$ cat config.mk
export PLATFORM = sky130hd
export DESIGN_NAME = lag_correlator
export DESIGN_NICKNAME = d
export VERILOG_FILES = /design/src/rtl/lagcorr_pkg.sv /design/src/rtl/lagcorr_edge.sv /design/src/rtl/lagcorr_timer_pool.sv /design/src/rtl/lagcorr_accum.sv /design/src/rtl/lag_correlator.sv
export SDC_FILE = /design/constraint.sdc
export NUM_CORES = 1
export LEC_CHECK = 0
export BUFFER_PORTS_ARGS = -buffer_cell sky130_fd_sc_hd__buf_2
export CAP_MARGIN = 30
export CORE_ASPECT_RATIO = 0.8
export CORE_MARGIN = 5
export CORE_UTILIZATION = 62
export CTS_CLUSTER_SIZE = 30
export DETAILED_ROUTE_END_ITERATION = 12
export HOLD_SLACK_MARGIN = 0.1
export PLACE_DENSITY = 0.8
export SYNTH_ARGS = -nofsm -noshare
export SYNTH_HDL_FRONTEND = slang
export SYNTH_HIERARCHICAL = 1
export SYNTH_SLANG_ARGS = --single-unit
$ cat constraint.sdc
create_clock -name clk_i -period 4.5 [get_ports clk_i]
set_input_delay 0 -clock clk_i [delete_from_list [all_inputs] [get_ports clk_i]]
set_output_delay 0 -clock clk_i [all_outputs]
set_load 0.02 [all_outputs]
$ cat src/rtl/lagcorr_pkg.sv
package lagcorr_pkg;
  localparam int unsigned DEF_LAG_W   = 11;
  localparam int unsigned DEF_NUM_TMR = 10;
  localparam int unsigned DEF_SUM_W   = 32;
endpackage

$ cat src/rtl/lagcorr_edge.sv
module lagcorr_edge (
  input  logic clk_i,
  input  logic rst_ni,
  input  logic clear_i,
  input  logic data_i,
  output logic toggle_o
);
  logic prev_q;

  always_ff @(posedge clk_i or negedge rst_ni) begin
    if (!rst_ni)      prev_q <= 1'b0;
    else if (clear_i) prev_q <= 1'b0;
    else              prev_q <= data_i;
  end

  assign toggle_o = data_i ^ prev_q;
endmodule

$ cat src/rtl/lagcorr_timer_pool.sv
module lagcorr_timer_pool #(
  parameter int unsigned LAG_W   = 11,
  parameter int unsigned NUM_TMR = 10
) (
  input  logic             clk_i,
  input  logic             rst_ni,
  input  logic             clear_i,
  input  logic             load_i,
  input  logic [LAG_W-1:0] load_val_i,
  output logic             odd_o,
  output logic             full_o
);
  logic [LAG_W-1:0]   tmr_q [NUM_TMR];
  logic [NUM_TMR-1:0] live, free, grant;

  // a timer at 1 expires after this cycle, so it may be reloaded now
  always_comb begin
    grant = '0;
    for (int i = 0; i < NUM_TMR; i++) begin
      live[i] = (tmr_q[i] != '0);
      free[i] = (tmr_q[i] <= LAG_W'(1));
    end
    for (int i = NUM_TMR - 1; i >= 0; i--)
      if (free[i]) grant = NUM_TMR'(1) << i;
  end

  assign odd_o  = ^live;
  assign full_o = ~|free;

  for (genvar g = 0; g < NUM_TMR; g++) begin : g_tmr
    always_ff @(posedge clk_i or negedge rst_ni) begin
      if (!rst_ni)                   tmr_q[g] <= '0;
      else if (clear_i)              tmr_q[g] <= '0;
      else if (load_i && grant[g])   tmr_q[g] <= load_val_i;
      else if (tmr_q[g] != '0)       tmr_q[g] <= tmr_q[g] - LAG_W'(1);
    end


    countdown_chk: assert property (@(posedge clk_i) disable iff (!rst_ni)
      (!clear_i && !(load_i && grant[g]) && tmr_q[g] != '0)
        |=> tmr_q[g] == $past(tmr_q[g]) - LAG_W'(1));
  end


  grant_onehot_chk: assert property (@(posedge clk_i) disable iff (!rst_ni)
    $onehot0(grant));
endmodule

$ cat src/rtl/lagcorr_accum.sv
module lagcorr_accum #(
  parameter int unsigned SUM_W = 32
) (
  input  logic             clk_i,
  input  logic             rst_ni,
  input  logic             clear_i,
  input  logic             hit_i,
  input  logic             err_i,
  output logic [SUM_W-1:0] sum_o,
  output logic             ovf_o
);
  localparam logic [SUM_W-1:0] SumMax = '1;
  logic [SUM_W-1:0] sum_q;
  logic             ovf_q;

  always_ff @(posedge clk_i or negedge rst_ni) begin
    if (!rst_ni) begin
      sum_q <= '0;
      ovf_q <= 1'b0;
    end else if (clear_i) begin
      sum_q <= '0;
      ovf_q <= 1'b0;
    end else begin
      if (err_i) ovf_q <= 1'b1;
      if (hit_i && !err_i && !ovf_q && sum_q != SumMax) sum_q <= sum_q + SUM_W'(1);
    end
  end

  assign sum_o = sum_q;
  assign ovf_o = ovf_q;


  clear_zero_chk: assert property (@(posedge clk_i) disable iff (!rst_ni)
    clear_i |=> (sum_q == '0 && !ovf_q));

  ovf_sticky_chk: assert property (@(posedge clk_i) disable iff (!rst_ni)
    (ovf_q && !clear_i) |=> ovf_q);

  frozen_sum_chk: assert property (@(posedge clk_i) disable iff (!rst_ni)
    (ovf_q && !clear_i) |=> $stable(sum_q));

  step_one_chk: assert property (@(posedge clk_i) disable iff (!rst_ni)
    !clear_i |=> (sum_q == $past(sum_q) || sum_q == $past(sum_q) + SUM_W'(1)));

  saturate_chk: assert property (@(posedge clk_i) disable iff (!rst_ni)
    (sum_q == SumMax && !clear_i) |=> sum_q == SumMax);
endmodule

$ cat src/rtl/lag_correlator.sv
module lag_correlator
  import lagcorr_pkg::*;
#(
  parameter int unsigned LAG_W   = DEF_LAG_W,
  parameter int unsigned NUM_TMR = DEF_NUM_TMR,
  parameter int unsigned SUM_W   = DEF_SUM_W
) (
  input  logic             clk_i,
  input  logic             rst_ni,
  input  logic             clear_i,
  input  logic             data_i,
  input  logic [LAG_W-1:0] lag_i,
  output logic [SUM_W-1:0] sum_o,
  output logic             ovf_o
);
  logic toggle, odd, full, need_tmr, in_window, hit, err;

  lagcorr_edge u_edge (
    .clk_i   (clk_i),
    .rst_ni  (rst_ni),
    .clear_i (clear_i),
    .data_i  (data_i),
    .toggle_o(toggle)
  );

  // lag 1: the change itself is the whole window, no timer needed
  assign need_tmr  = toggle && (lag_i > LAG_W'(1));
  assign in_window = toggle && (lag_i != '0);

  lagcorr_timer_pool #(.LAG_W(LAG_W), .NUM_TMR(NUM_TMR)) u_pool (
    .clk_i     (clk_i),
    .rst_ni    (rst_ni),
    .clear_i   (clear_i),
    .load_i    (need_tmr),
    .load_val_i(lag_i - LAG_W'(1)),
    .odd_o     (odd),
    .full_o    (full)
  );

  // even change count in window: delayed sample equals current sample
  assign hit = data_i && !(odd ^ in_window);
  assign err = need_tmr && full;

  lagcorr_accum #(.SUM_W(SUM_W)) u_acc (
    .clk_i  (clk_i),
    .rst_ni (rst_ni),
    .clear_i(clear_i),
    .hit_i  (hit),
    .err_i  (err),
    .sum_o  (sum_o),
    .ovf_o  (ovf_o)
  );


  ovf_rise_chk: assert property (@(posedge clk_i) disable iff (!rst_ni)
    $rose(ovf_o) |-> $past(toggle && lag_i > LAG_W'(1)));

  lag_zero_chk: assert property (@(posedge clk_i) disable iff (!rst_ni)
    (lag_i == '0 && data_i && !clear_i && !ovf_o && sum_o != '1)
      |=> sum_o == $past(sum_o) + SUM_W'(1));
endmodule

# Word-level counts from Yosys, hierarchy flattened
# Cells that the tools add are included.
# totals
reg_bits,144
inputBits,15
elab_cells,130
output_inout_bits,33
# classes
bitwise,2
order_cmp,11
n_reduce_logical,46
n_eq_ne,1
n_mux,45
n_addsub,12
# ops
cell,n
two-way mux 11 bit,30
nonzero test 11 bit,11
subtractor 11 x 1 -> 11 bit (second input constant),11
less-or-equal comparator 11 x 1 -> 1 bit (second input constant),10
two-way mux 10 bit,10
two-way mux 32 bit,2
adder 32 x 1 -> 32 bit (second input constant),1
inequality test 32 bit (second input constant),1
nonzero test 3 bit,10
logical AND 1 bit,17
> comparator 11 x 1 -> 1 bit (second input constant),1
OR reduction 10 bit,1
XOR reduction 10 bit,1
logical NOT 1 bit,4
nonzero test 2 bit,2
two-way mux 1 bit,3
bitwise XOR 1 bit,2

# Logic depth before layout (Yosys ltp)
# Gate-level depths: netlist of the first run.
# depth
ltp_word,14
depth_mapped,17
mapped_depth_nobuf,15

# By module
# The synthesis of the first run kept the hierarchy.
# by_module_without_submodules
module,seq_area_each_um2,instances,cells_per_inst,area_each_um2
lagcorr_timer_pool,2752.6,1,768,6940.4
lagcorr_accum,825.8,1,193,1834.3
lag_correlator,0.0,1,41,302.8
lagcorr_edge,25.0,1,3,40.0

# Worst setup path before layout of the first run
# Ideal clock, no wire load.
# synth_timing
path_kind,register -> register
from,register u_pool/tmr_q[7] (netlist bit)
to,register u_acc.sum_q[13] (netlist: u_acc/sum_o[13])
n_path_buf,2
period_less_slack_ns,3.951
arrival_ns,3.872
setup_slack_ns,0.549
stages_incl_launch_ff,17
path_cell_list,dfrtp_1 -> or4_1 -> nor3_2 -> and3_1 -> buf_2 -> xnor3_1 -> xor2_1 -> xnor2_1 -> and3b_1 -> and4_2 -> or4_1 -> or3b_1 -> nor3_2 -> o41ai_4 -> buf_6 -> or4_1 -> a21oi_1
# synth_between
elab_chain_cells,9
word_cells_on_any_way,14
cone_classes,order compare: 1; bitwise: 1; reduce/logical: 12
# synth_lines
element,line,text
"start, declared",lagcorr_timer_pool.sv:13,logic [LAG_W-1:0] tmr_q [NUM_TMR];
"start signal, assigned by index",lagcorr_timer_pool.sv:34,else if (load_i && grant[g]) tmr_q[g] <= load_val_i;
nonzero test 11 bit,lagcorr_timer_pool.sv:20,live[i] = (tmr_q[i] != '0);
XOR reduction 10 bit,lagcorr_timer_pool.sv:27,assign odd_o = ^live;
net odd,lag_correlator.sv:16,"logic toggle, odd, full, need_tmr, in_window, hit, err;"
bitwise XOR 1 bit,lag_correlator.sv:41,assign hit = data_i && !(odd ^ in_window);
logical NOT 1 bit,lag_correlator.sv:41,
logical AND 1 bit,lag_correlator.sv:41,
net hit,lag_correlator.sv:16,
logical AND 1 bit (3 in a row),lagcorr_accum.sv:25,if (hit_i && !err_i && !ovf_q && sum_q != SumMax) sum_q <= sum_q + SUM_W'(1);
nonzero test 2 bit (no line),--,
"end signal, assigned",lagcorr_accum.sv:25,
"end, declared",lagcorr_accum.sv:13,logic [SUM_W-1:0] sum_q;
# The timed path passes the listed nets, and every way through them passes these cells.
# A chain may end at the register's enable or synchronous reset.

# Worst setup path in the final report of the first run
# layout_timing
from,register u_pool/tmr_q[7] (netlist bit)
to,register u_acc.sum_q[25] (netlist: u_acc/sum_o[25])
# Same word-level chain as after synthesis.

==> results of run 1 <==
-- layout make-up --
| cell class | instances | area, µm² | share of cell area, % |
|---|---|---|---|
| Clock inverter | 6 | 105 | 1.02 |
| Inverter | 35 | 131 | 1.27 |
| Clock buffer | 26 | 479 | 4.63 |
| Tap cell | 184 | 230 | 2.23 |
| Sequential cell | 144 | 3600 | 34.8 |
| Timing Repair Buffer | 85 | 576 | 5.57 |
| Multi-Input combinational cell | 788 | 5220 | 50.4 |
-- cells by family after synthesis --
group / synth area share, %
xor+xnor: 10.2
buf+inv: 3.64
fa+ha+maj: 3.84
simple gates: 27.2
mux: 3.13
flops: 39.5
compound gates: 12.5
-- flip-flops by register name (all words and copies together), names as in the netlist --
name / cells
u_pool/tmr_q: 110
u_acc/sum_o: 32
u_acc/ovf_o: 1
u_edge/prev_q: 1
-- tightest hold or removal path, cell delays in order --
cell     delay (ns)
buf_2          0.14
nor2_1         0.05
nand2_1        0.07
xnor2_1        0.09
a21oi_1        0.13
nor2_1         0.05
-- metal layers --
layer	routed length, µm	track usage [%]	vias up
met3	1520	6.50	32
met4	379	6.99	0
met5	0	0	-
met1	10800	39.8	3776
met2	10100	38.0	275
li1	-	-	3701
-- report_power, final --
| group | leakage (nW) | internal, W | switching, W |
|---|---|---|---|
| logic | 2.37 | 0.00186 | 0.00235 |
| clock network | 0.286 | 0.000899 | 0.000527 |
| registers | 1.93 | 0.00166 | 0.000403 |
-- worst max path at each step --
stage	from	endpoint	slack, ns	cells after the start
floorplan	u_pool/tmr_q[7]$_DFFE_PN0P_	u_acc/sum_o[13]$_DFFE_PN0P_	0.55	16
global placement	u_pool/tmr_q[93]$_DFFE_PN0P_	u_acc/sum_o[16]$_DFFE_PN0P_	0.25	14
detailed placement	u_pool/tmr_q[93]$_DFFE_PN0P_	u_acc/sum_o[16]$_DFFE_PN0P_	0.12	14
CTS	u_pool/tmr_q[93]$_DFFE_PN0P_	u_acc/sum_o[16]$_DFFE_PN0P_	0.08	14
global route	u_pool/tmr_q[93]$_DFFE_PN0P_	u_acc/sum_o[25]$_DFFE_PN0P_	0.002	15
finish	u_pool/tmr_q[7]$_DFFE_PN0P_	u_acc/sum_o[25]$_DFFE_PN0P_	0.18	15
-- what timing repair did --
action                                  in CTS  in global routing
hold buffers                                 8                  1
gates resized for setup                      0                  6
endpoints found under the setup margin       0                 22
hold endpoints to repair                   113                  6
buffers inserted                             0                  2
-- cell usage after synthesis (all sizes together), types with 3 or more instances --
master and count:
a211o 4, a211oi 19, a21oi 54, a221oi 3, a22oi 9, a31oi 4, and2 5, and4 6
buf 16, clkbuf 22, dfrtp 144, ha 28, inv 35, mux2i 27, nand2 124, nand2b 8
nand3 41, nand3b 9, nand4 15, nand4b 8, nor2 107, nor2b 13, nor3 30, nor3b 11
nor4 21, o2111ai 5, o211ai 6, o21ai 33, o21bai 5, o31ai 25, or2 5, or3 26
or4 18, xnor2 47, xor2 57
-- stage by stage --
step                      setup slack, ns  total power [W]  cells  util [%]
after CTS                          0.0756          0.00754   1263      71.4
final                               0.180          0.00771   1268      72.1
after global placement              0.245          0.00594   1223      66.8
after detailed placement            0.120          0.00603   1223      66.8
after global routing              0.00185          0.00829   1268      72.1
after floorplan                     0.549          0.00515   1005         -
==> results.yml, run 1 <==
sta:
  clock.fmax_ghz: 0.231
  hold_viol: 0
  min_period_ns: 4.32
  slew_viol_final: 0
  fin_skew_ns: 0.00773
  fin_crit_sh_pct: 96.0
  slew_headroom_pct: 32.9
  worst_pin_slew_ns: 0.998
  setup_tns_ns: 0
  whs_ns: 0.149
  grt_setup_unrepaired: "false"
  finalSetupViolations: 0
placed_design:
  numPortBuffers: 47
  dp_hpwl_um: 14800
  place_congestion: 0.882
  placed_area_um2: 9580
yosys:
  netlist_top_cells_area: "dfrtp_1 (40%), xor2_1 (5.5%), nand2_1 (5.1%)"
  synth_edf_count: 0
  yosys_warnings: 6
  yosysTopAreaCell: "dfrtp_1"
  ys_ff_latch: 144
  ys_seq_area_share_pct: 39.5
  ys.flop_type: "dfrtp_1"
  syn-num-nets: 1048
  netlist_area_um2: 9120
  synth_top_area_share_pct: 39.5
  synthCells: 1005
  synth_area_per_cell_um2: 9.07
  synth_cell_types: 66
  synthArstFlopShare_pct: 100
routing:
  drt_iter0_drc: 702
  antenna_left: 0
  wire_per_inst_um: 18.0
  via_count: 7784
  viasPerCell: 6.14
  post-route-drc-count: 0
  wirelength_um: 22800
  dr.pass1.iters: 5
worst_setup_path:
  cp_top_family: "simple AND/OR/NAND/NOR gates"
  crit_buf_inv: 1
  cp_data_required_time_ns: 4.83
  cp_max_fo: 23
  crit_type: "register to register"
  reg2reg_slack_ns: 0.18
  crit_path_start_kind: "register"
  slowest_stage: "or4_1"
  timing.rr.start: "u_pool/tmr_q[7]$_DFFE_PN0P_"
  r2r_end: "u_acc/sum_o[25]$_DFFE_PN0P_"
  crit_path_end_kind: "register"
  reg2regPathDepth: 15
  max_stage_delay_ns: 0.61
  cp_common_cell: "or4_1"
  crit_chain: "or4_1 -> nor3_2 -> and3_1 -> xnor3_1 -> xor2_1 -> xnor2_2 -> and3b_1 -> and4_2 -> or4_1 -> or3b_4 -> nor3_4 -> o41ai_4 -> buf_6 -> or4_1 -> a21oi_1"
  arrival_ns: 4.65
grt:
  grt_pass1_vias: 7193
  grt_pass1_wl_um: 37300
  overflow: 0
  grt_use_total_pct: 26.4
  grt_max_degree: 106
  antenna_found_initial: 0
floorplanning:
  dieHeight_um: 118
  start_util_pct: 63.6
  dieArea_um2: 17200
  pin_count: 48
  die_w_um: 146
  core_area_um2: 14300
  rows: 39
pwr:
  powerDensity_nw_per_um2: 745
  ir_drop_mv: 0.459
  cellLeakagePower_nw: 4.59
clock_network:
  cts_buffer_depth: 2
  cts_root_buf: "clkbuf_16"
  cts_sinks: 144
  cts_buffers: 17
  clk_latency_ns: 0.43
  cts.htree.levels: 4
  clk_pin_slew_ns: 0.06
  cts_tree: "done"
worst_hold_path:
  hp-start: "lag_i[5]"
  hold_class: "input pin to register"
  hold_depth: 6
  holdPathEnd: "u_pool/tmr_q[83]$_DFFE_PN0P_"
final_layout:
  design_area_um2: 10300
  mostFrequentLayoutCells: "dfrtp_1 (144), nand2_1 (124), nor2_1 (106)"
  area_growth_pct: 13.4
  drive_gt1_share_pct: 12.9
  mostFrequentLayoutCell: "dfrtp_1"
  antenna_cells: 0
  fillers: 1061
  nets: 1114
job:
  drv_cap: 0
outcome:
  status: "finished, final reports clean"
Note: power is estimated with default switching activity, not from simulation.
==> run 2, diff against run 1 <==
--- a/config.mk
+++ b/config.mk
@@ -5,15 +5,15 @@
 export SDC_FILE = /design/constraint.sdc
 export NUM_CORES = 1
 export LEC_CHECK = 0
-export BUFFER_PORTS_ARGS = -buffer_cell sky130_fd_sc_hd__buf_2
 export CAP_MARGIN = 30
 export CORE_ASPECT_RATIO = 0.8
 export CORE_MARGIN = 5
-export CORE_UTILIZATION = 62
+export CORE_UTILIZATION = 55
 export CTS_CLUSTER_SIZE = 30
 export DETAILED_ROUTE_END_ITERATION = 12
+export DONT_BUFFER_PORTS = 1
 export HOLD_SLACK_MARGIN = 0.1
-export PLACE_DENSITY = 0.8
+export PLACE_DENSITY = 0.69
 export SYNTH_ARGS = -nofsm -noshare
 export SYNTH_HDL_FRONTEND = slang
 export SYNTH_HIERARCHICAL = 1
==> results.yml, run 2 (synthesis gave the netlist of run 1 again) <==
routing:
  antenna_left: 0
  wirelength_um: 22900
  drt_iter0_drc: 584
  wire_per_inst_um: 18.1
  post-route-drc-count: 0
  viasPerCell: 5.90
  via_count: 7492
  dr.pass1.iters: 5
worst_setup_path:
  crit_chain: "or4_1 -> nor3_2 -> and3_1 -> xnor3_1 -> xor2_2 -> xnor2_2 -> and3b_1 -> and4_2 -> or4_1 -> or3b_4 -> nor3_4 -> o21ai_1 -> or4_1 -> nand2_1"
  arrival_ns: 4.64
  crit_type: "register to register"
  crit_path_end_kind: "register"
  cp_common_cell: "or4_1"
  slowest_stage: "or4_1"
  crit_path_start_kind: "register"
  cp_top_family: "simple AND/OR/NAND/NOR gates"
  crit_buf_inv: 0
  cp_data_required_time_ns: 4.87
  cp_max_fo: 7
  max_stage_delay_ns: 0.59
pwr:
  power_frac_seq_pct: 26.7
  power.share.clock_pct: 19.3
  powerDensity_nw_per_um2: 753
  cellLeakagePower_nw: 4.41
  power_frac_comb_pct: 54.0
  p_total_w: 0.00778
  ir_drop_mv: 0.383
  p_sw_share_pct: 42.5
  p_switching_w: 0.00331
  power.internal_w: 0.00448
floorplanning:
  dieHeight_um: 125
  dieArea_um2: 19300
  die_w_um: 154
  core_area_um2: 16400
  pin_count: 48
  rows: 42
  start_util_pct: 55.6
placed_design:
  dp.cells: 1213
  dp_hpwl_um: 14700
  place_congestion: 0.857
  numPortBuffers: 0
sta:
  grt_setup_unrepaired: "false"
  min_period_ns: 4.27
  setup_tns_ns: 0
  finalSetupViolations: 0
  hold_viol: 0
  clock.fmax_ghz: 0.234
  fin_skew_ns: 0.00975
  slew_viol_final: 0
  worst_pin_slew_ns: 0.953
  fin_crit_sh_pct: 94.9
  slew_headroom_pct: 36.0
final_layout:
  mostFrequentLayoutCells: "dfrtp_1 (144), nand2_1 (124), nor2_1 (106)"
  mostFrequentLayoutCell: "dfrtp_1"
  drive_gt1_share_pct: 9.82
  antenna_cells: 0
  nets: 1079
  area_growth_pct: 13.3
  instances_no_fill: 1269
  largest_register_ffs: 110
  regMostFlops: "u_pool/tmr_q"
grt:
  overflow: 0
  antenna_found_initial: 0
  grt_max_degree: 145
  grt_pass1_vias: 7266
  grt_use_total_pct: 24.1
  grt_pass1_wl_um: 37800
clock_network:
  clk_latency_ns: 0.43
  clk_pin_slew_ns: 0.06
  cts.htree.levels: 4
  cts_root_buf: "clkbuf_16"
  cts_sinks: 144
  cts_buffer_depth: 2
  cts_tree: "done"
  cts_buffers: 17
job:
  drv_cap: 0
worst_hold_path:
  hold_class: "input pin to register"
outcome:
  status: "finished, final reports clean"
==> run 2: per-layer routing <==
layer  wire length, µm  vias to the layer above  part of all wire, %  track usage (%)
met1             11200                     3655                   49             36.4
met4               327                        0                  1.4             6.59
met3              1300                       28                  5.7             4.84
met2             10100                      173                   44             35.4
li1                  -                     3636                    -                -
met5                 0                        -                    0                0
==> run 2: metrics by stage <==
stage	hold WS [ns]	setup slack, ns	area (µm²)	utilization [%]
5_1_grt	0.138	0.0451	10300	63.0
3_3_place_gp	-0.291	0.310	9380	57.2
6_report	0.137	0.228	10300	63.0
3_5_place_dp	-0.291	0.167	9390	57.3
2_1_floorplan	-0.296	0.549	9120	-
4_1_cts	0.128	0.107	10300	62.7
==> run 2: final timing paths <==
path | slack [ns] | depth (start not counted) | from | endpoint
min | 0.14 | 2 | clear_i | u_pool/tmr_q[49]$_DFFE_PN0P_
max | 0.23 | 14 | u_pool/tmr_q[6]$_DFFE_PN0P_ | u_acc/sum_o[12]$_DFFE_PN0P_
min reg2reg | 0.53 | 2 | u_pool/tmr_q[54]$_DFFE_PN0P_ | u_pool/tmr_q[54]$_DFFE_PN0P_
max reg2reg | 0.23 | 14 | u_pool/tmr_q[6]$_DFFE_PN0P_ | u_acc/sum_o[12]$_DFFE_PN0P_
max in group asynchronous | 3.74 | 2 | rst_ni | u_pool/tmr_q[4]$_DFFE_PN0P_
min in group asynchronous | 0.18 | 2 | rst_ni | u_pool/tmr_q[66]$_DFFE_PN0P_
==> run 2: what timing repair did <==
item                                    4_1_cts  5_1_grt
endpoints found under the setup margin        0       16
hold buffers                                 23        0
gates resized for setup                       0        8
buffers inserted                              0        1
hold endpoints to repair                    288        0
==> run 2: final cells by class <==
| type | count | area (µm²) |
|---|---|---|
| clock buffers | 17 | 425 |
| clock inverters | 15 | 194 |
| fillers | 1374 | 6060 |
| inverters | 35 | 131 |
| multi-input cells | 788 | 5230 |
| flip-flops and latches | 144 | 3600 |
| well taps | 220 | 275 |
| repair buffers | 50 | 472 |
==> run 2: power groups by stage <==
stage	clock network [W]	registers [W]	logic, W
2_1_floorplan	0	0.00199	0.00316
3_5_place_dp	0	0.00208	0.00391
5_1_grt	0.00160	0.00213	0.00468
3_3_place_gp	0	0.00207	0.00385
4_1_cts	0.00153	0.00206	0.00405
6_report	0.00150	0.00208	0.00421
==> run 3, diff against run 2 <==
--- a/config.mk
+++ b/config.mk
@@ -12,8 +12,10 @@
 export CTS_CLUSTER_SIZE = 30
 export DETAILED_ROUTE_END_ITERATION = 12
 export DONT_BUFFER_PORTS = 1
+export GPL_TIMING_DRIVEN = 1
 export HOLD_SLACK_MARGIN = 0.1
 export PLACE_DENSITY = 0.69
+export SETUP_SLACK_MARGIN = 0.3
 export SYNTH_ARGS = -nofsm -noshare
 export SYNTH_HDL_FRONTEND = slang
 export SYNTH_HIERARCHICAL = 1
==> results.yml, run 3 (synthesis gave the netlist of run 1 again) <==
grt:
  grt.met2_usage_pct: 38.5
  grt_use_total_pct: 25.4
  grt_use_met1_pct: 37.8
  grt_max_degree: 145
  grt-busiest-layer: "met2"
  grtUsageMet3_pct: 4.97
  overflow: 0
  grt_pass1_vias: 7747
  grt_pass1_wl_um: 40000
  antenna_found_initial: 0
placed_design:
  dp_hpwl_um: 14700
  place_congestion: 0.857
  numPortBuffers: 0
  dp.cells: 1213
final_layout:
  mostFrequentLayoutCells: "dfrtp_1 (144), nand2_1 (124), nor2_1 (106)"
  regArea_um2: 3600
  regMostFlops: "u_pool/tmr_q"
  nets: 1167
  drive_gt1_share_pct: 10.9
  largest_register_ffs: 110
  multi_input_comb_area_um2: 5310
  instances_no_fill: 1357
  mostFrequentLayoutCell: "dfrtp_1"
  fillers: 1269
  area_growth_pct: 23.7
  antenna_cells: 0
routing:
  post-route-drc-count: 0
  wirelength_um: 24300
  dr.pass1.iters: 5
  via_count: 7993
  drt_iter0_drc: 678
  wire_per_inst_um: 17.9
  viasPerCell: 5.89
  antenna_left: 0
clock_network:
  cts.htree.levels: 4
  cts_buffers: 17
  clk_pin_slew_ns: 0.06
  cts_root_buf: "clkbuf_16"
  cts_sinks: 144
  cts_tree: "done"
  cts_buffer_depth: 2
  clk_latency_ns: 0.43
sta:
  min_period_ns: 4.12
  slew_viol_final: 0
  fin_skew_ns: 0.00820
  grt_setup_unrepaired: "true"
  fin_crit_sh_pct: 91.4
  worst_pin_slew_ns: 0.971
  hold_viol: 0
  finalSetupViolations: 0
  slew_headroom_pct: 34.8
  setup_tns_ns: 0
  clock.fmax_ghz: 0.243
floorplanning:
  pin_count: 48
  dieHeight_um: 125
  dieArea_um2: 19300
  start_util_pct: 55.6
  rows: 42
  die_w_um: 154
  core_area_um2: 16400
pwr:
  powerDensity_nw_per_um2: 753
  ir_drop_mv: 0.427
  cellLeakagePower_nw: 4.92
worst_setup_path:
  timing.rr.start: "u_pool/tmr_q[6]$_DFFE_PN0P_"
  arrival_ns: 4.47
  cp_top_family: "simple AND/OR/NAND/NOR gates"
  slowest_stage: "or4_4"
  cp_data_required_time_ns: 4.86
  max_stage_delay_ns: 0.56
  crit_start: "u_pool/tmr_q[6]$_DFFE_PN0P_"
  crit_chain: "or4_4 -> nor3_4 -> and3_4 -> xnor3_1 -> xor2_2 -> xnor2_2 -> and3b_1 -> and4_2 -> or4_1 -> or3b_4 -> nor3_4 -> o41ai_4 -> buf_6 -> or4_1 -> a21oi_2"
  crit_path_start_kind: "register"
  cp_max_fo: 8
  crit_type: "register to register"
  crit_path_end_kind: "register"
  crit_buf_inv: 1
job:
  drv_cap: 0
outcome:
  status: "finished, final reports clean"
worst_hold_path:
  hp-start: "lag_i[5]"
  hold_class: "input pin to register"
-- run 3: changes by cell type in the layout (fill, tap and decap cells not counted), moves of 3 or more --
cell,change
dlygate4sd3_1,+79
buf_4,+7
nor3_2,-3
nor3_4,+3
-- run 3: report_power, final --
part	leakage, nW	internal [W]	switching (W)
logic	2.69	0.00243	0.00247
clock network	0.298	0.000924	0.000581
registers	1.93	0.00166	0.000427
-- run 3: final timing paths --
| kind | endpoint | depth (start not counted) | slack [ns] |
|---|---|---|---|
| max | u_acc/sum_o[25]$_DFFE_PN0P_ | 15 | 0.38 |
| min | u_pool/tmr_q[105]$_DFFE_PN0P_ | 6 | 0.12 |
| max reg2reg | u_acc/sum_o[25]$_DFFE_PN0P_ | 15 | 0.38 |
| min reg2reg | u_pool/tmr_q[7]$_DFFE_PN0P_ | 3 | 0.58 |
| max in group asynchronous | u_pool/tmr_q[19]$_DFFE_PN0P_ | 2 | 3.73 |
| min in group asynchronous | u_pool/tmr_q[66]$_DFFE_PN0P_ | 2 | 0.19 |
-- run 3: layout make-up --
type	instances	share of cell area, %
multi-input cells	788	47.1
clock inverters	15	1.72
flip-flops and latches	144	32.0
inverters	35	1.17
well taps	220	2.44
clock buffers	17	3.77
repair buffers	138	11.8
-- run 3: worst reg2reg max path: cells and delay by family (launching register included) --
family          cells  cell delay [ns]
compound gates      2             0.28
xor+xnor            3             0.58
buf+inv             1             0.16
flops               1             0.40
simple gates        9             2.62
-- run 3: layer usage --
layer / routed length, µm / part of all wire [%] / up-vias
li1: - / - / 3796
met1: 11400 / 47 / 3926
met3: 1580 / 6.5 / 36
met4: 357 / 1.5 / 0
met5: 0 / 0 / -
met2: 11000 / 45 / 235
-- run 3: timing repair --
item	CTS	global route
setup buffers	0	8
cloned	0	1
pin swaps	2	8
gates resized for setup	4	19
hold buffers	103	0
endpoints found under the setup margin	15	24
endpoints found under the hold margin	288	0
-- run 3: per-stage QoR --
stage	worst slack (ns)	total power, W	util (%)	hold WS, ns	cell area, µm²
global route	0.221	0.00913	68.8	0.141	11300
finish	0.385	0.00849	68.8	0.123	11300
global placement	0.310	0.00592	57.2	-0.291	9380
CTS	0.250	0.00815	67.7	0.108	11100
detailed placement	0.167	0.00599	57.3	-0.291	9390
floorplan	0.549	0.00515	-	-0.296	9120
